$ cat src/rtl/dtt_pkg.sv
package dtt_pkg;
  localparam int NUM_TMR      = 2;
  localparam int FIELD_W      = 4;
  localparam int FIELD_STRIDE = 8;
  localparam int ADDR_W       = 3;

  // Field layout, MSB first: bit3 prescaler load, bit2 enable,
  // bit1 counter load, bit0 reload-at-zero.
  typedef struct packed {
    logic ld_ps;
    logic en;
    logic ld_cnt;
    logic rld;
  } field_t;

  localparam logic [ADDR_W-1:0] ADDR_CTRL = 3'd0;
endpackage

$ cat src/rtl/dtt_rst_sync.sv
module dtt_rst_sync (
  input  logic clk,
  input  logic rst_n,
  output logic rst_q_n
);
  logic [1:0] sync_q;

  always_ff @(posedge clk or negedge rst_n) begin
    if (!rst_n) sync_q <= 2'b00;
    else        sync_q <= {sync_q[0], 1'b1};
  end

  assign rst_q_n = sync_q[1];
endmodule

$ cat src/rtl/dtt_regfile.sv
module dtt_regfile
  import dtt_pkg::*;
#(
  parameter int PS_W   = 16,
  parameter int CNT_W  = 16,
  parameter int DATA_W = 16
) (
  input  logic                           clk,
  input  logic                           rst_n,
  input  logic                           wr_en,
  input  logic [ADDR_W-1:0]              wr_addr,
  input  logic [DATA_W-1:0]              wr_data,
  output logic [NUM_TMR-1:0][PS_W-1:0]   ps_pre,
  output logic [NUM_TMR-1:0][CNT_W-1:0]  cnt_pre,
  output logic [NUM_TMR-1:0]             mode_en,
  output logic [NUM_TMR-1:0]             mode_rld,
  output logic [NUM_TMR-1:0]             cmd_ld_ps,
  output logic [NUM_TMR-1:0]             cmd_ld_cnt
);
  logic [NUM_TMR-1:0][PS_W-1:0]  ps_q,  ps_d;
  logic [NUM_TMR-1:0][CNT_W-1:0] cnt_q, cnt_d;
  logic [NUM_TMR-1:0]            en_q,  en_d;
  logic [NUM_TMR-1:0]            rld_q, rld_d;
  logic                          ctrl_wr;

  assign ctrl_wr = wr_en && (wr_addr == ADDR_CTRL);

  always_comb begin
    ps_d       = ps_q;
    cnt_d      = cnt_q;
    en_d       = en_q;
    rld_d      = rld_q;
    cmd_ld_ps  = '0;
    cmd_ld_cnt = '0;
    for (int i = 0; i < NUM_TMR; i++) begin
      field_t fld;
      fld = field_t'(wr_data[i*FIELD_STRIDE +: FIELD_W]);
      if (ctrl_wr) begin
        en_d[i]       = fld.en;
        rld_d[i]      = fld.rld;
        cmd_ld_ps[i]  = fld.ld_ps;
        cmd_ld_cnt[i] = fld.ld_cnt;
      end
      if (wr_en && (wr_addr == ADDR_W'(1 + 2*i))) ps_d[i]  = wr_data[PS_W-1:0];
      if (wr_en && (wr_addr == ADDR_W'(2 + 2*i))) cnt_d[i] = wr_data[CNT_W-1:0];
    end
  end

  always_ff @(posedge clk or negedge rst_n) begin
    if (!rst_n) begin
      ps_q  <= '0;
      cnt_q <= '0;
      en_q  <= '0;
      rld_q <= '0;
    end else begin
      ps_q  <= ps_d;
      cnt_q <= cnt_d;
      en_q  <= en_d;
      rld_q <= rld_d;
    end
  end

  assign ps_pre   = ps_q;
  assign cnt_pre  = cnt_q;
  assign mode_en  = en_q;
  assign mode_rld = rld_q;
endmodule

$ cat src/rtl/dtt_timer.sv
module dtt_timer #(
  parameter int PS_W  = 16,
  parameter int CNT_W = 16
) (
  input  logic             clk,
  input  logic             rst_n,
  input  logic             en,
  input  logic             rld,
  input  logic             ld_ps,
  input  logic             ld_cnt,
  input  logic [PS_W-1:0]  ps_pre,
  input  logic [CNT_W-1:0] cnt_pre,
  output logic [CNT_W-1:0] count,
  output logic             tick
);
  localparam logic [CNT_W-1:0] CNT_ONE = CNT_W'(1);

  logic [PS_W-1:0]  ps_q,  ps_d;
  logic [CNT_W-1:0] cnt_q, cnt_d;
  logic             tick_q, tick_d;
  logic             active, ps_wrap, step;

  assign active  = en && (cnt_q != '0);
  assign ps_wrap = active && (ps_q == '0);
  assign step    = ps_wrap && !ld_ps;

  always_comb begin
    ps_d = ps_q;
    if (ld_ps)        ps_d = ps_pre;
    else if (ps_wrap) ps_d = ps_pre;
    else if (active)  ps_d = ps_q - 1'b1;
  end

  always_comb begin
    cnt_d  = cnt_q;
    tick_d = 1'b0;
    if (ld_cnt) begin
      cnt_d = cnt_pre;
    end else if (step) begin
      if (cnt_q == CNT_ONE) begin
        tick_d = 1'b1;
        cnt_d  = rld ? cnt_pre : '0;
      end else begin
        cnt_d = cnt_q - 1'b1;
      end
    end
  end

  always_ff @(posedge clk or negedge rst_n) begin
    if (!rst_n) begin
      ps_q   <= '0;
      cnt_q  <= '0;
      tick_q <= 1'b0;
    end else begin
      ps_q   <= ps_d;
      cnt_q  <= cnt_d;
      tick_q <= tick_d;
    end
  end

  assign count = cnt_q;
  assign tick  = tick_q;
endmodule

$ cat src/rtl/dual_tick_timer.sv
module dual_tick_timer
  import dtt_pkg::*;
#(
  parameter int PS_W   = 16,
  parameter int CNT_W  = 16,
  parameter int DATA_W = 16
) (
  input  logic              clk,
  input  logic              rst_n,
  input  logic              wr_en,
  input  logic [2:0]        wr_addr,
  input  logic [DATA_W-1:0] wr_data,
  output logic [CNT_W-1:0]  gp_count,
  output logic [CNT_W-1:0]  rtc_count,
  output logic              gp_tick,
  output logic              rtc_tick
);
  logic                          rst_q_n;
  logic [NUM_TMR-1:0][PS_W-1:0]  ps_pre;
  logic [NUM_TMR-1:0][CNT_W-1:0] cnt_pre;
  logic [NUM_TMR-1:0]            mode_en, mode_rld, cmd_ld_ps, cmd_ld_cnt;
  logic [NUM_TMR-1:0][CNT_W-1:0] count;
  logic [NUM_TMR-1:0]            tick;

  dtt_rst_sync u_rst (
    .clk     (clk),
    .rst_n   (rst_n),
    .rst_q_n (rst_q_n)
  );

  dtt_regfile #(.PS_W(PS_W), .CNT_W(CNT_W), .DATA_W(DATA_W)) u_regs (
    .clk        (clk),
    .rst_n      (rst_q_n),
    .wr_en      (wr_en),
    .wr_addr    (wr_addr),
    .wr_data    (wr_data),
    .ps_pre     (ps_pre),
    .cnt_pre    (cnt_pre),
    .mode_en    (mode_en),
    .mode_rld   (mode_rld),
    .cmd_ld_ps  (cmd_ld_ps),
    .cmd_ld_cnt (cmd_ld_cnt)
  );

  for (genvar g = 0; g < NUM_TMR; g++) begin : g_tmr
    dtt_timer #(.PS_W(PS_W), .CNT_W(CNT_W)) u_tmr (
      .clk     (clk),
      .rst_n   (rst_q_n),
      .en      (mode_en[g]),
      .rld     (mode_rld[g]),
      .ld_ps   (cmd_ld_ps[g]),
      .ld_cnt  (cmd_ld_cnt[g]),
      .ps_pre  (ps_pre[g]),
      .cnt_pre (cnt_pre[g]),
      .count   (count[g]),
      .tick    (tick[g])
    );
  end

  assign gp_count  = count[0];
  assign rtc_count = count[1];
  assign gp_tick   = tick[0];
  assign rtc_tick  = tick[1];
endmodule

$ cat config.mk
export PLATFORM = sky130hd
export DESIGN_NAME = dual_tick_timer
export DESIGN_NICKNAME = d
export VERILOG_FILES = /design/src/rtl/dtt_pkg.sv /design/src/rtl/dtt_rst_sync.sv /design/src/rtl/dtt_regfile.sv /design/src/rtl/dtt_timer.sv /design/src/rtl/dual_tick_timer.sv
export SDC_FILE = /design/constraint.sdc
export NUM_CORES = 1
export LEC_CHECK = 0
export BUFFER_PORTS_ARGS = -buffer_cell sky130_fd_sc_hd__buf_2
export CAP_MARGIN = 20
export CORE_ASPECT_RATIO = 0.5
export CORE_UTILIZATION = 51
export DETAILED_ROUTE_END_ITERATION = 10
export PLACE_DENSITY = 0.76
export RECOVER_POWER = 25
export SYNTH_ARGS = -nofsm -noshare
export SYNTH_HDL_FRONTEND = slang
export SYNTH_SLANG_ARGS = --single-unit
$ cat constraint.sdc
create_clock -name clk -period 7.6 [get_ports clk]
set_input_delay 1.52 -clock clk [delete_from_list [all_inputs] [get_ports clk]]
set_output_delay 1.52 -clock clk [all_outputs]
set_load 0.01 [all_outputs]
==> results of run 1 <==
-- cell usage in the layout (no fill, tap or decap), types with 6 or more instances in the layout --
master / instances
nand3_1: 21
a31oi_1: 13
mux2_2: 67
or3_1: 8
a211o_1: 6
xor2_1: 9
ha_1: 8
nor3_1: 23
and2_1: 7
dfrtp_1: 136
nor2_1: 62
inv_1: 14
o22ai_1: 6
nand4_1: 9
nand2_1: 42
buf_2: 54
clkbuf_16: 17
o21ai_0: 55
a21oi_1: 51
nor4_1: 10
a22oi_1: 8
-- worst register-to-register path: stages, from the launching register on --
cell     delay, ps
dfrtp_1        450
nor4_2         530
nand4_1        340
o21ai_1        890
o21ai_1        390
a21oi_1        220
o21ai_0        130
-- routing by layer --
| layer | up-vias | share of wire (%) | global-route usage [%] |
|---|---|---|---|
| met4 | 0 | 1.8 | 8.33 |
| met1 | 2862 | 46 | 37.5 |
| li1 | 2623 | - | - |
| met2 | 207 | 45 | 42.7 |
| met5 | - | 0 | 0 |
| met3 | 36 | 7.0 | 6.08 |
-- cell type report --
class                      count  area, µm²
inverter                      14       52.6
tap                          170        213
sequential                   136       3400
fill                        1012       5050
clock inverter                14        164
timing repair buffer          60        308
clock buffer                  18        429
multi-input combinational    498       3330
-- power groups by stage --
stage	Sequential, mW	Combinational [mW]	Clock [mW]
global route	1.15	0.721	0.872
finish	1.12	0.648	0.833
detailed placement	1.12	0.631	0
floorplan	1.09	0.455	0
CTS	1.12	0.641	0.839
global placement	1.11	0.607	0
-- stage by stage --
stage / util [%] / cell area, µm² / setup slack (ps)
2_1_floorplan: - / 6920 / 3530
3_3_place_gp: 56.5 / 7320 / 4030
3_5_place_dp: 56.5 / 7320 / 3960
4_1_cts: 61.1 / 7910 / 4430
5_1_grt: 61.0 / 7900 / 3690
6_report: 61.0 / 7900 / 3820
-- flip-flops by register name, indices dropped and copies added (netlist names) --
register,cells
g_tmr.u_tmr.count,32
g_tmr.u_tmr.ps_q,32
g_tmr.u_tmr.tick,2
u_regs.cnt_pre,32
u_regs.mode_en,2
u_regs.mode_rld,2
u_regs.ps_pre,32
u_rst.sync_q,2
-- worst paths after layout --
| path | from | to | slack [ps] | cells after the start |
|---|---|---|---|---|
| worst max-delay path | wr_addr[1] | g_tmr[0].u_tmr.count[7] | 3820 | 7 |
| worst min-delay path | u_rst.sync_q[0] | u_rst.sync_q[1] | 350 | 0 |
| worst max register to register | g_tmr[0].u_tmr.count[8] | g_tmr[0].u_tmr.ps_q[0] | 4500 | 6 |
| worst min register to register | u_rst.sync_q[0] | u_rst.sync_q[1] | 350 | 0 |
| max in group asynchronous | u_rst.sync_q[1] | g_tmr[1].u_tmr.ps_q[7] | 4710 | 1 |
| min in group asynchronous | rst_n | u_rst.sync_q[0] | 880 | 1 |
-- kinds of logic after synthesis --
group	count (synthesis)
compound gates	180
xor+xnor	12
fa+ha+maj	8
buf+inv	44
flops	136
mux	71
other cells	1
simple gates	226
==> flow_summary.json, run 1 <==
{
  "status": "finished, violations left",
  "violations": "capacitance limit, slew limit",
  "synthSimpleGateAreaFrac_pct": 17.5,
  "start_util_pct": 53.4,
  "path_clk_slew_ps": 60,
  "cp_data_required_time_ps": 7920,
  "synth_xor_area_share_pct": 1.52,
  "clock_sinks": 136,
  "dp_hpwl_um": 11500,
  "cts_made_buffers": 17,
  "period_needed_ps": 3780,
  "p_sw_uw": 919,
  "rsz0062_at_grt": "false",
  "crit_family": "compound AO/OA/AOI/OAI gates",
  "synth.most_common_cell": "dfrtp_1",
  "worstSetupPathType": "in -> reg",
  "cts_resized": 0,
  "p_comb_share_pct": 24.9,
  "first_global_vias": 5620,
  "crit_top_cell": "o21ai_0",
  "grt.total_usage_pct": 27.1,
  "antenna_found_initial": 0,
  "yosys-top-cells-area": "dfrtp_1 (49%), mux2_2 (11%), o21ai_0 (4.0%)",
  "pwr-share-seq_pct": 43.1,
  "cp_cell_sequence": "buf_2 > nor4b_2 > clkbuf_1 > nand2_1 > a31oi_4 > o21ai_0 > o21ai_0",
  "insertion_delay_ps": 420,
  "clock-root-buffer": "clkbuf_16",
  "p_clk_share_pct": 32.0,
  "firstDrtPassIters": 5,
  "skew_ps": 7.97,
  "slew_headroom_pct": -48.3,
  "yosysUniqueCellTypes": 70,
  "muxShareOfSynthArea_pct": 11.5,
  "cp-end-kind": "flop",
  "worstSetupStartpointType": "input pin",
  "grt_pass1_wl_um": 29400,
  "timing_worst_slew_pin_value_ps": 2220,
  "drtIter0Drc": 507,
  "final.setup.tns_ps": 0,
  "gr-total-overflow": 0,
  "cts_setup_buffers": 0,
  "routabilityCongestion": 0.903,
  "synth_top_area_share_pct": 49.2,
  "synth_seq_cells": 136,
  "h-tree-depth": 4,
  "vias_per_cell": 6.29,
  "yosys.area.top_type": "dfrtp_1",
  "syn_nets": 708,
  "slowest_stage": "a31oi_4",
  "power_report.internal_total_mw": 1.68,
  "vdd_drop_max_mv": 0.162,
  "yosysWarningCount": 0,
  "layout.nets": 757,
  "port_buffers": 55,
  "synth_area_um2": 6920,
  "cpPeakStageDelay_ps": 690,
  "cp_max_fo": 27,
  "syn-instance-count": 678,
  "crit_buf_inv": 2,
  "fin_total_pwr_mw": 2.60,
  "grt_max_degree": 79,
  "fin_crit_sh_pct": 49.7,
  "synth_compound_area_share_pct": 16.1,
  "num_rows": 29,
  "drive_gt1_share_pct": 23.6,
  "power.density_nw_per_um2": 329,
  "antenna_left": 0,
  "die_h_um": 84.4,
  "p_leak_nw": 3.28,
  "cts_tree": "done",
  "ctsHoldBuffers": 0,
  "synthFlopType": "dfrtp_1",
  "routed-via-count": 5728,
  "sw_frac_of_total_pct": 35.3,
  "synth.avg_cell_area_um2": 10.2,
  "die_width_um": 167,
  "boundaryPins": 56,
  "maxCapViolCount": 1,
  "synth-edff-count": 0,
  "slew_violations": 58,
  "drt-total-wl_um": 17800,
  "fin_cells": 910,
  "area_delta_synth_final_pct": 14.2,
  "synthArstFlopShare_pct": 100,
  "dp_cells": 878,
  "yosys.area_share.adder_pct": 1.45,
  "core_um2": 13000,
  "crit_arrival_ps": 4100,
  "setup_viol": 0,
  "synthTopCellsByCount": "dfrtp_1 (136), mux2_2 (67), nor2_1 (62)",
  "ys_seq_area_share_pct": 49.2,
  "timing.hold.ws_ps": 351,
  "min-delay-path-class": "reg -> reg",
  "antennaDiodeCount": 0,
  "cts_buffer_depth": 2,
  "synth_top_family_by_area": "simple AND/OR/NAND/NOR gates",
  "wl_per_cell_um": 19.6,
  "die_area_um2": 14100,
  "hold_violations": 0,
  "fmax_mhz": 265,
  "drcViolationCount": 0
}
Power figures use the tool's default switching activity.
==> inputs of run 2 (changes only) <==
==> constraint.sdc (replaced) <==
create_clock -name clk -period 3.73 [get_ports clk]
set_input_delay 0.746 -clock clk [delete_from_list [all_inputs] [get_ports clk]]
set_output_delay 0.746 -clock clk [all_outputs]
set_load 0.01 [all_outputs]
==> flow_summary.json, run 2 (same netlist as run 1, synthesis figures left out) <==
{
  "status": "finished, violations left",
  "violations": "capacitance limit, slew limit",
  "period_needed_ps": 3010,
  "maxCapViolCount": 1,
  "r2r_start": "g_tmr[0].u_tmr.count[8]",
  "grt_max_degree": 64,
  "layout.nets": 760,
  "start_util_pct": 53.4,
  "cpPeakStageDelay_ps": 620,
  "antennaDiodeCount": 0,
  "port_buffers": 55,
  "clock-root-buffer": "clkbuf_16",
  "area_delta_synth_final_pct": 15.5,
  "fillCellCount": 986,
  "fin_total_pwr_mw": 5.50,
  "die_h_um": 84.4,
  "crit_cells": 8,
  "grt.total_usage_pct": 27.0,
  "fin_cells": 913,
  "ctsHoldBuffers": 0,
  "worstSetupPathType": "in -> reg",
  "first_global_vias": 5335,
  "mostFrequentLayoutCell": "dfrtp_1",
  "cp_max_fo": 15,
  "routed-via-count": 5686,
  "setup_viol": 0,
  "cts_buffer_depth": 2,
  "fin_crit_sh_pct": 80.7,
  "boundaryPins": 56,
  "seqCellArea_um2": 3400,
  "startpoint": "wr_addr[1]",
  "slew_headroom_pct": -74.3,
  "antenna_left": 0,
  "cts_setup_buffers": 0,
  "slowest_stage": "o21ai_1",
  "min-delay-path-class": "in -> async",
  "fmax_mhz": 332,
  "timing_worst_slew_pin_value_ps": 2610,
  "vias_per_cell": 6.23,
  "die_width_um": 167,
  "drive_gt1_share_pct": 24.0,
  "slew_violations": 64,
  "insertion_delay_ps": 420,
  "p_leak_nw": 3.32,
  "clock_sinks": 136,
  "mostFrequentLayoutCells": "dfrtp_1 (136), mux2_2 (67), nor2_1 (62)",
  "power.density_nw_per_um2": 688,
  "path_clk_slew_ps": 60,
  "final.setup.tns_ps": 0,
  "hold_violations": 0,
  "crit_family": "compound AO/OA/AOI/OAI gates",
  "firstDrtPassIters": 5,
  "grt_pass1_wl_um": 29200,
  "gr-total-overflow": 0,
  "h-tree-depth": 4,
  "cts_resized": 0,
  "worstSetupStartpointType": "input pin",
  "worstRegToRegCells": 6,
  "skew_ps": 8.97,
  "crit_buf_inv": 2,
  "drtIter0Drc": 671,
  "crit_arrival_ps": 3280,
  "wl_per_cell_um": 19.4,
  "cts_made_buffers": 17,
  "cp_data_required_time_ps": 4000,
  "cts_tree": "done",
  "drcViolationCount": 0,
  "drt-total-wl_um": 17700,
  "cp_cell_sequence": "buf_2 > nor4b_2 > clkbuf_1 > nand2_1 > o21ai_1 > nor2_1 > a22oi_1 > o22ai_1",
  "dp_cells": 881,
  "multi_input_area_um2": 3330,
  "num_rows": 29,
  "rsz0062_at_grt": "false",
  "die_area_um2": 14100,
  "antenna_found_initial": 0,
  "cp-end-kind": "flop",
  "routabilityCongestion": 0.901,
  "core_um2": 13000,
  "vdd_drop_max_mv": 0.320,
  "dp_hpwl_um": 11800
}
-- run 2: cell count changes in the layout (fill, tap and decap cells not counted) --
cell,previous run,this run
clkinv_2,1,0
inv_8,1,2
inv_6,5,3
buf_4,4,6
clkinvlp_4,0,3
clkinv_4,5,2
bufinv_16,2,5
-- run 2: worst paths after layout --
path                       slack [ps]                       end
min in group clk                  350           u_rst.sync_q[1]
hold reg to reg                   350           u_rst.sync_q[1]
hold / removal                     90           u_rst.sync_q[0]
setup / recovery                  720  g_tmr[0].u_tmr.count[15]
setup reg to reg                  850  g_tmr[0].u_tmr.count[15]
max in group asynchronous        1000        u_regs.cnt_pre[24]
-- run 2: stage by stage --
step / hold slack, ps / utilization [%] / cell area [µm²] / worst slack, ps
finish: 94.4 / 61.7 / 7990 / 719
global route: 97.7 / 61.7 / 7990 / 412
CTS: 88.9 / 61.8 / 8000 / 908
detailed placement: 339 / 56.7 / 7340 / 780
global placement: 338 / 56.7 / 7340 / 924
floorplan: 331 / - / 6920 / 1380
-- run 2: where the power goes --
group,total [mW],switching [mW],internal (mW)
combinational,1.31,0.733,0.575
clock,1.91,0.702,1.20
sequential,2.29,0.430,1.85
-- run 2: area by class of cell --
cell class	instances	share of cell area (%)
Clock inverter	15	2.99
Timing Repair Buffer	63	4.09
Multi-Input combinational cell	498	41.7
Sequential cell	136	42.6
Inverter	14	0.658
Clock buffer	17	5.32
Tap cell	170	2.66
-- run 2: per-layer routing --
layer | up-vias | track usage (%) | part of all wire (%)
li1 | 2617 | - | -
met1 | 2811 | 39.9 | 46
met2 | 235 | 40.1 | 44
met3 | 23 | 5.04 | 8.1
met4 | 0 | 8.67 | 1.4
met5 | - | 0 | 0
